===== src/rtl/ipc_pkg.sv =====
package ipc_pkg;
  typedef enum logic [1:0] {
    ST_IDLE = 2'd0,
    ST_WAIT = 2'd1,
    ST_BUS  = 2'd2,
    ST_RESP = 2'd3
  } ipc_state_e;

  localparam logic [2:0] SP_ID    = 3'd0;
  localparam logic [2:0] SP_IO    = 3'd1;
  localparam logic [2:0] SP_INT   = 3'd2;
  localparam logic [2:0] SP_MEM16 = 3'd3;
  localparam logic [2:0] SP_MEM8  = 3'd4;

  localparam logic [1:0] CSR_CTRL  = 2'd0;
  localparam logic [1:0] CSR_STAT  = 2'd1;
  localparam logic [1:0] CSR_RESET = 2'd2;
endpackage


===== src/rtl/ipc_csr.sv =====
module ipc_csr #(
  parameter int N_SLOT = 4,
  localparam int SW = $clog2(N_SLOT)
) (
  input  logic              clk,
  input  logic              rst_n,
  input  logic              wr_en,
  input  logic [SW-1:0]     slot,
  input  logic [1:0]        sel,
  input  logic [15:0]       wdata,
  input  logic [N_SLOT-1:0] tmo_set,
  output logic [N_SLOT-1:0] clk32,
  output logic [N_SLOT-1:0] rec_en,
  output logic [N_SLOT-1:0] srst,
  output logic [15:0]       rdata
);
  import ipc_pkg::*;

  logic [N_SLOT-1:0] clk32_q, clk32_d;
  logic [N_SLOT-1:0] rec_q, rec_d;
  logic [N_SLOT-1:0] srst_q, srst_d;
  logic [N_SLOT-1:0] stat_q, stat_d;
  logic wr_ctrl, wr_stat, wr_rst;

  assign wr_ctrl = wr_en && (sel == CSR_CTRL);
  assign wr_stat = wr_en && (sel == CSR_STAT);
  assign wr_rst  = wr_en && (sel == CSR_RESET);

  always_comb begin
    clk32_d = clk32_q;
    rec_d   = rec_q;
    srst_d  = srst_q;
    stat_d  = stat_q;
    if (wr_ctrl) begin
      clk32_d[slot] = wdata[0];
      rec_d[slot]   = wdata[1];
    end
    if (wr_rst) srst_d = wdata[N_SLOT-1:0];
    if (wr_stat) stat_d = stat_d & ~wdata[N_SLOT-1:0];
    stat_d = stat_d | tmo_set;
  end

  always_ff @(posedge clk or negedge rst_n) begin
    if (!rst_n) begin
      clk32_q <= '0;
      rec_q   <= '0;
      srst_q  <= '0;
      stat_q  <= '0;
    end else begin
      if (wr_ctrl) begin
        clk32_q <= clk32_d;
        rec_q   <= rec_d;
      end
      if (wr_rst) srst_q <= srst_d;
      if (wr_stat || (tmo_set != '0)) stat_q <= stat_d;
    end
  end

  always_comb begin
    rdata = '0;
    case (sel)
      CSR_CTRL:  rdata[1:0] = {rec_q[slot], clk32_q[slot]};
      CSR_STAT:  rdata[N_SLOT-1:0] = stat_q;
      CSR_RESET: rdata[N_SLOT-1:0] = srst_q;
      default:   rdata = '0;
    endcase
  end

  assign clk32  = clk32_q;
  assign rec_en = rec_q;
  assign srst   = srst_q;

  // a flag only falls after a write-one-to-clear to the status word
  a_r7_sticky_flags: assert property (@(posedge clk) disable iff (!rst_n)
    !wr_stat |=> (($past(stat_q) & ~stat_q) == '0));

  // a reset-mask write leaves the clock-mode bits alone
  a_r9_clk_kept: assert property (@(posedge clk) disable iff (!rst_n)
    (wr_rst && !wr_ctrl) |=> (clk32_q == $past(clk32_q)));
endmodule


===== src/rtl/ipc_recovery.sv =====
module ipc_recovery #(
  parameter int N_SLOT  = 4,
  parameter int REC_CYC = 125,
  localparam int RW = $clog2(REC_CYC + 2)
) (
  input  logic              clk,
  input  logic              rst_n,
  input  logic [N_SLOT-1:0] bus_end,
  input  logic [N_SLOT-1:0] rec_en,
  output logic [N_SLOT-1:0] rec_ok
);
  for (genvar s = 0; s < N_SLOT; s++) begin : g_slot
    logic [RW-1:0] cnt_q, cnt_d;
    logic          cnt_en;

    assign cnt_en = bus_end[s] || (cnt_q != '0);

    always_comb begin
      if (bus_end[s]) cnt_d = RW'(REC_CYC);
      else            cnt_d = cnt_q - RW'(1);
    end

    always_ff @(posedge clk or negedge rst_n) begin
      if (!rst_n)      cnt_q <= '0;
      else if (cnt_en) cnt_q <= cnt_d;
    end

    assign rec_ok[s] = !rec_en[s] || (cnt_q == '0);

    // the hold-off counter never runs above its programmed length
    a_r8_cnt_bound: assert property (@(posedge clk) disable iff (!rst_n)
      cnt_q <= RW'(REC_CYC));
  end
endmodule


===== src/rtl/ipc_seq.sv =====
module ipc_seq #(
  parameter int N_SLOT  = 4,
  parameter int AW      = 12,
  parameter int TMO_CYC = 1000,
  localparam int SW = $clog2(N_SLOT),
  localparam int TW = $clog2(TMO_CYC + 1)
) (
  input  logic              clk,
  input  logic              rst_n,
  input  logic              req_valid,
  output logic              req_ready,
  input  logic [SW-1:0]     req_slot,
  input  logic [2:0]        req_space,
  input  logic [AW-1:0]     req_addr,
  input  logic              req_wr,
  input  logic [15:0]       req_wdata,
  input  logic [1:0]        req_be,
  output logic              rsp_done,
  output logic [15:0]       rsp_rdata,
  output logic              csr_wr,
  output logic [1:0]        csr_sel,
  input  logic [15:0]       csr_rdata,
  output logic [N_SLOT-1:0] tmo_set,
  output logic [N_SLOT-1:0] bus_end,
  input  logic [N_SLOT-1:0] rec_ok,
  output logic [N_SLOT-1:0] idsel_n,
  output logic [N_SLOT-1:0] iosel_n,
  output logic [N_SLOT-1:0] intsel_n,
  output logic [N_SLOT-1:0] memsel_n,
  output logic              write_n,
  output logic [AW-1:0]     bus_addr,
  output logic [15:0]       bus_dout,
  output logic              bus_doe,
  output logic [1:0]        bus_be_n,
  input  logic [15:0]       bus_din,
  input  logic [N_SLOT-1:0] bus_ack_n
);
  import ipc_pkg::*;

  ipc_state_e    state_q, state_d;
  logic [SW-1:0] slot_q;
  logic [2:0]    space_q;
  logic [AW-1:0] addr_q;
  logic          wr_q;
  logic [15:0]   wdata_q;
  logic [1:0]    be_q;
  logic [15:0]   rdata_q, rdata_d;
  logic [TW-1:0] tcnt_q, tcnt_d;

  logic accept, is_csr, ack_hit, tmo_hit, in_bus, is_byte;
  logic [N_SLOT-1:0] slot_oh;
  logic [15:0] din_shaped;

  assign accept   = req_valid && (state_q == ST_IDLE);
  assign is_csr   = req_space > SP_MEM8;
  assign in_bus   = state_q == ST_BUS;
  assign ack_hit  = in_bus && !bus_ack_n[slot_q];
  assign tmo_hit  = in_bus && (tcnt_q == TW'(TMO_CYC - 1));
  assign is_byte  = space_q == SP_MEM8;
  assign slot_oh  = N_SLOT'(1) << slot_q;
  assign din_shaped = is_byte ? {8'h00, bus_din[7:0]} : bus_din;

  assign csr_wr  = accept && is_csr && req_wr;
  assign csr_sel = req_addr[2:1];

  // next state
  always_comb begin
    state_d = state_q;
    rdata_d = rdata_q;
    case (state_q)
      ST_IDLE: if (accept) begin
        if (is_csr) begin
          state_d = ST_RESP;
          rdata_d = req_wr ? 16'h0000 : csr_rdata;
        end else begin
          state_d = ST_WAIT;
        end
      end
      ST_WAIT: if (rec_ok[slot_q]) state_d = ST_BUS;
      ST_BUS: begin
        if (ack_hit) begin
          state_d = ST_RESP;
          rdata_d = wr_q ? 16'h0000 : din_shaped;
        end else if (tmo_hit) begin
          state_d = ST_RESP;
          rdata_d = wr_q ? 16'h0000 : 16'hFFFF;
        end
      end
      default: state_d = ST_IDLE;
    endcase
    tcnt_d = in_bus ? tcnt_q + TW'(1) : '0;
  end

  // registers
  always_ff @(posedge clk or negedge rst_n) begin
    if (!rst_n) begin
      state_q <= ST_IDLE;
      rdata_q <= '0;
      tcnt_q  <= '0;
      slot_q  <= '0;
      space_q <= '0;
      addr_q  <= '0;
      wr_q    <= 1'b0;
      wdata_q <= '0;
      be_q    <= '0;
    end else begin
      state_q <= state_d;
      rdata_q <= rdata_d;
      tcnt_q  <= tcnt_d;
      if (accept) begin
        slot_q  <= req_slot;
        space_q <= req_space;
        addr_q  <= req_addr;
        wr_q    <= req_wr;
        wdata_q <= req_wdata;
        be_q    <= req_be;
      end
    end
  end

  assign tmo_set = (tmo_hit && !ack_hit) ? slot_oh : '0;
  assign bus_end = (ack_hit || tmo_hit) ? slot_oh : '0;

  // bus drive
  always_comb begin
    idsel_n  = '1;
    iosel_n  = '1;
    intsel_n = '1;
    memsel_n = '1;
    if (in_bus) begin
      case (space_q)
        SP_ID:   idsel_n  = ~slot_oh;
        SP_IO:   iosel_n  = ~slot_oh;
        SP_INT:  intsel_n = ~slot_oh;
        default: memsel_n = ~slot_oh;
      endcase
    end
  end

  assign write_n   = !(in_bus && wr_q);
  assign bus_doe   = in_bus && wr_q;
  assign bus_addr  = is_byte ? addr_q : (addr_q >> 1);
  assign bus_dout  = is_byte ? {8'h00, wdata_q[7:0]} : wdata_q;
  assign bus_be_n  = is_byte ? 2'b10 : ~be_q;
  assign req_ready = state_q == ST_IDLE;
  assign rsp_done  = state_q == ST_RESP;
  assign rsp_rdata = rdata_q;

  // at most one strobe of all spaces and slots is low
  a_r2_one_strobe: assert property (@(posedge clk) disable iff (!rst_n)
    $onehot0(~{memsel_n, intsel_n, iosel_n, idsel_n}));

  // completion is a single-cycle pulse
  a_r5_done_pulse: assert property (@(posedge clk) disable iff (!rst_n)
    rsp_done |=> !rsp_done);

  // nothing more is accepted while a request is in flight
  a_r5_one_outstanding: assert property (@(posedge clk) disable iff (!rst_n)
    (req_valid && req_ready) |=> !req_ready);

  // a bus cycle never outlives the timeout window
  a_r6_tmo_bound: assert property (@(posedge clk) disable iff (!rst_n)
    in_bus |-> (tcnt_q < TW'(TMO_CYC)));

  // a cycle only starts once the hold-off logic released its slot
  a_r8_start_gated: assert property (@(posedge clk) disable iff (!rst_n)
    (in_bus && $past(state_q) == ST_WAIT) |-> $past(rec_ok[slot_q]));
endmodule


===== src/rtl/ipbus_cycle_ctrl.sv =====
module ipbus_cycle_ctrl #(
  parameter int AW      = 12,
  parameter int TMO_CYC = 1000,
  parameter int REC_CYC = 125,
  localparam int N_SLOT = 4,
  localparam int SW = $clog2(N_SLOT)
) (
  input  logic              clk,
  input  logic              rst_n,
  input  logic              req_valid,
  output logic              req_ready,
  input  logic [SW-1:0]     req_slot,
  input  logic [2:0]        req_space,
  input  logic [AW-1:0]     req_addr,
  input  logic              req_wr,
  input  logic [15:0]       req_wdata,
  input  logic [1:0]        req_be,
  output logic              rsp_done,
  output logic [15:0]       rsp_rdata,
  output logic [N_SLOT-1:0] ip_idsel_n,
  output logic [N_SLOT-1:0] ip_iosel_n,
  output logic [N_SLOT-1:0] ip_intsel_n,
  output logic [N_SLOT-1:0] ip_memsel_n,
  output logic              ip_write_n,
  output logic [AW-1:0]     ip_addr,
  output logic [15:0]       ip_dout,
  output logic              ip_doe,
  output logic [1:0]        ip_be_n,
  input  logic [15:0]       ip_din,
  input  logic [N_SLOT-1:0] ip_ack_n,
  output logic [N_SLOT-1:0] ip_clk32,
  output logic [N_SLOT-1:0] ip_reset_n
);
  logic              csr_wr;
  logic [1:0]        csr_sel;
  logic [15:0]       csr_rdata;
  logic [N_SLOT-1:0] tmo_set, bus_end, rec_ok, rec_en, srst;

  ipc_seq #(.N_SLOT(N_SLOT), .AW(AW), .TMO_CYC(TMO_CYC)) u_seq (
    .clk(clk), .rst_n(rst_n),
    .req_valid(req_valid), .req_ready(req_ready), .req_slot(req_slot),
    .req_space(req_space), .req_addr(req_addr), .req_wr(req_wr),
    .req_wdata(req_wdata), .req_be(req_be),
    .rsp_done(rsp_done), .rsp_rdata(rsp_rdata),
    .csr_wr(csr_wr), .csr_sel(csr_sel), .csr_rdata(csr_rdata),
    .tmo_set(tmo_set), .bus_end(bus_end), .rec_ok(rec_ok),
    .idsel_n(ip_idsel_n), .iosel_n(ip_iosel_n), .intsel_n(ip_intsel_n),
    .memsel_n(ip_memsel_n), .write_n(ip_write_n), .bus_addr(ip_addr),
    .bus_dout(ip_dout), .bus_doe(ip_doe), .bus_be_n(ip_be_n),
    .bus_din(ip_din), .bus_ack_n(ip_ack_n)
  );

  ipc_csr #(.N_SLOT(N_SLOT)) u_csr (
    .clk(clk), .rst_n(rst_n), .wr_en(csr_wr), .slot(req_slot),
    .sel(csr_sel), .wdata(req_wdata), .tmo_set(tmo_set),
    .clk32(ip_clk32), .rec_en(rec_en), .srst(srst), .rdata(csr_rdata)
  );

  ipc_recovery #(.N_SLOT(N_SLOT), .REC_CYC(REC_CYC)) u_rec (
    .clk(clk), .rst_n(rst_n), .bus_end(bus_end), .rec_en(rec_en),
    .rec_ok(rec_ok)
  );

  assign ip_reset_n = ~srst;
endmodule


===== config.mk =====
export PLATFORM = sky130hd
export DESIGN_NAME = ipbus_cycle_ctrl
export DESIGN_NICKNAME = d
export VERILOG_FILES = /design/src/rtl/ipc_pkg.sv /design/src/rtl/ipc_csr.sv /design/src/rtl/ipc_recovery.sv /design/src/rtl/ipc_seq.sv /design/src/rtl/ipbus_cycle_ctrl.sv
export SDC_FILE = /design/constraint.sdc
export NUM_CORES = 1
export LEC_CHECK = 0
export BUFFER_PORTS_ARGS = -buffer_cell sky130_fd_sc_hd__buf_2
export CORE_MARGIN = 4
export CORE_UTILIZATION = 35
export CTS_BUF_LIST = sky130_fd_sc_hd__clkbuf_4
export CTS_CLUSTER_DIAMETER = 40
export DETAILED_ROUTE_END_ITERATION = 8
export GPL_TIMING_DRIVEN = 0
export PLACE_DENSITY = 0.64
export SETUP_SLACK_MARGIN = 0.02
export SLEW_MARGIN = 25
export SYNTH_ARGS = -nofsm -noshare
export SYNTH_HDL_FRONTEND = slang
export SYNTH_SLANG_ARGS = --single-unit

===== constraint.sdc =====
create_clock -name clk -period 5.2 [get_ports clk]
set_input_delay 0.52 -clock clk [delete_from_list [all_inputs] [get_ports clk]]
set_output_delay 0.52 -clock clk [all_outputs]
set_load 0.05 [all_outputs]

==> flow_summary.yaml <==
clocking:
  clk_pin_slew_worst_paths_ns: 0.17
  post_cts_buffers: 0
  cts_tree: "built"
  cts_buffers: 9
  insertion_delay_ns: 0.48
  cts-hold-fix-buffers: 1
  cts-resized-gates: 0
  ctsLongestPathBuffers: 2
  clock-root-buffer: "clkbuf_4"
  cts.sinks: 108
  htree_levels: 3
placed_design:
  gp_congestion: 0.7961
  place_area_um2: 6456
  io_buffer_count: 131
  hpwl_mm: 10.30
timing:
  slew_headroom_pct: 49.90
  final-hold-violation-count: 0
  setup_violations: 0
  min_period_over_period_pct: 59.37
  fin_worst_skew_ns: 0.02110
  finalSetupTns_ns: 0
  fmax_mhz: 323.9
  rsz0062_at_grt: "no"
  period_minus_slack_ns: 3.087
  worst_slew_pin_slew_ns: 0.7306
  finalMaxSlewViolations: 0
route:
  drc: 0
  wl_met2_mm: 6.526
  vias: 4354
  via_per_inst: 4.870
  highest_layer: "met4"
  met3_length_um: 703
  ant_nets: 0
  drt_iter0_drc: 247
  wl_met1_mm: 6.046
  firstDrtPassIters: 4
  wirelength_mm: 13.40
  wl_per_cell_um: 14.99
global_routing:
  grt_pass1_vias: 4378
  antenna_found_initial: 0
  grt_first_pass_wirelength_mm: 21.64
  grt_use_total_pct: 14.98
  grt_overflow: 0
  grt_max_degree: 59
cells_and_area:
  syn_to_final_growth_pct: 20.40
  final_util_pct: 43.26
  layout.nets: 755
  num_antenna_cells: 0
  final_cell_mix: "buf_2 (131), nand2_1 (109), dfrtp_1 (108)"
  final_common_cell: "buf_2"
  fillers: 1512
  drive_gt1_share_pct: 30.31
  final_area_um2: 6625
power_and_ir_drop:
  switchingPower_mw: 2.142
  sequentialPowerShare_pct: 33.9
  internal_power_mw: 2.113
  p_leak_nw: 3.145
  pwr-share-clk_pct: 11.1
  combPwrFrac_pct: 55.0
  power_density_nw_per_um2: 642.2
  peakVddDrop_mv: 0.3275
  sw_frac_of_total_pct: 50.34
critical_path:
  cp_max_fo: 10
  cpPeakStageDelay_ns: 0.46
  crit_type: "reg2out"
  arrival_ns: 2.57
  cp.required_ns: 4.68
  startpoint_type: "register"
  reg2reg_depth: 8
  crit_chain: "inv_1 -> ha_1 -> clkbuf_1 -> nand2b_1 -> nor2_1 -> nand2_1 -> buf_2"
  end_kind: "output port"
  slowest_stage: "dfrtp_1"
synth:
  synth-seq-cells: 108
  synthFlopType: "dfrtp_1"
  synthTopCellsByArea: "dfrtp_1 (49%), mux2_2 (9.4%), nand2_1 (7.4%), ha_1 (4.1%), xnor2_1 (2.4%)"
  seq_area_frac_synth_pct: 49.11
  synth_area_per_cell_um2: 10.30
  synth_largest_area_cell: "dfrtp_1"
  yosysWarningCount: 0
  synthArstFlopShare_pct: 100.0
  synth_fp_nets: 611
  syn-cell-area_um2: 5503
  synth_cell_types: 49
  synth-edff-count: 0
  postSynthCellCount: 534
  yosysTopAreaCellShare_pct: 49.11
worst_hold_path:
  hp-class: "in2reg"
  min_path_cells: 2
floorplan:
  std_cell_rows: 45
  core_um2: 15310
  die_w_um: 133.4
  die-area_um2: 17790
  die_h_um: 133.4
  start_util_pct: 35.93
  ios: 133
job:
  maxCapViolCount: 0
outcome:
  outcome: "completed"
[worst max-delay path, delay by kind of cell, from the launching register on]
family        cells  cell delay (ns)
flops             1             0.46
buf+inv           3             0.70
fa+ha+maj         1             0.16
simple gates      3             0.77
[per-layer routing]
metal  global-route usage, %  vias to the layer above
li1                        -                     2124
met1                   19.29                     2124
met2                   24.83                       96
met3                   4.947                       10
met4                   3.029                        0
met5                       0                        -
[worst paths after layout]
path | from | to | slack, ns
worst max-delay path | u_seq.state_q[0] | ip_memsel_n[0] | 2.11
worst max register to register | u_seq.state_q[0] | u_seq.rsp_rdata[2] | 2.59
min in group asynchronous | rst_n | u_seq.tcnt_q[9] | 0.54
worst min register to register | u_seq.rsp_rdata[10] | u_seq.rsp_rdata[10] | 0.50
max in group asynchronous | rst_n | u_seq.wdata_q[4] | 4.01
worst min-delay path | req_wdata[8] | u_seq.wdata_q[8] | 0.26
[registers in the layout (all words and copies together) (netlist names), 3 cells and up]
signal and count:
u_csr.clk32 4, u_csr.stat_q 4, u_seq.wdata_q 16, u_csr.rec_en 4, u_rec.g_slot.cnt_q 28, u_seq.rsp_rdata 16
u_seq.space_q 3, u_seq.addr_q 12, u_seq.tcnt_q 10, u_csr.srst 4
[cell type report]
type	instances	area (um2)	area share (%)
Clock buffer	9	67.56	1.020
Clock inverter	7	91.34	1.379
Sequential cell	108	2703	40.79
Multi-Input combinational cell	380	2596	39.19
Timing Repair Buffer	133	699.4	10.56
Inverter	18	67.56	1.020
Buffer	28	136.4	2.059
Tap cell	211	264.0	3.985
[power groups by stage]
stage	clock, mW	combinational, mW	sequential, mW
finish	0.471	2.34	1.44
global route	0.525	2.54	1.49
CTS	0.494	2.37	1.44
detailed placement	0	2.36	1.46
global placement	0	2.31	1.44
floorplan	0	1.68	1.57
[through the flow]
step	std cells	power, mW	hold slack, ns	worst slack (ns)
after floorplan	534	3.245	0.2244	2.798
after global placement	876	3.750	0.4600	2.374
after detailed placement	877	3.821	0.4654	2.640
after CTS	894	4.303	0.2085	2.049
after global routing	894	4.554	0.1957	1.893
final	894	4.255	0.2573	2.113
[cell families after synthesis]
logic type / share of synthesized area (%)
mux: 11.66
compound gates: 8.436
flops: 49.11
xor+xnor: 4.138
buf+inv: 3.706
fa+ha+maj: 4.093
simple gates: 18.85
[Yosys cell counts (11+ instances only)]
cell type and count:
nand2_1 109, dfrtp_1 108, mux2_2 46, nor2_1 21, o21ai_0 19, and2_1 18
clkbuf_1 18, ha_1 18, inv_1 18, xnor2_1 15, nand3_1 14, a21oi_1 11
xor2_1 11
Note: power is estimated with default switching activity, not from simulation.
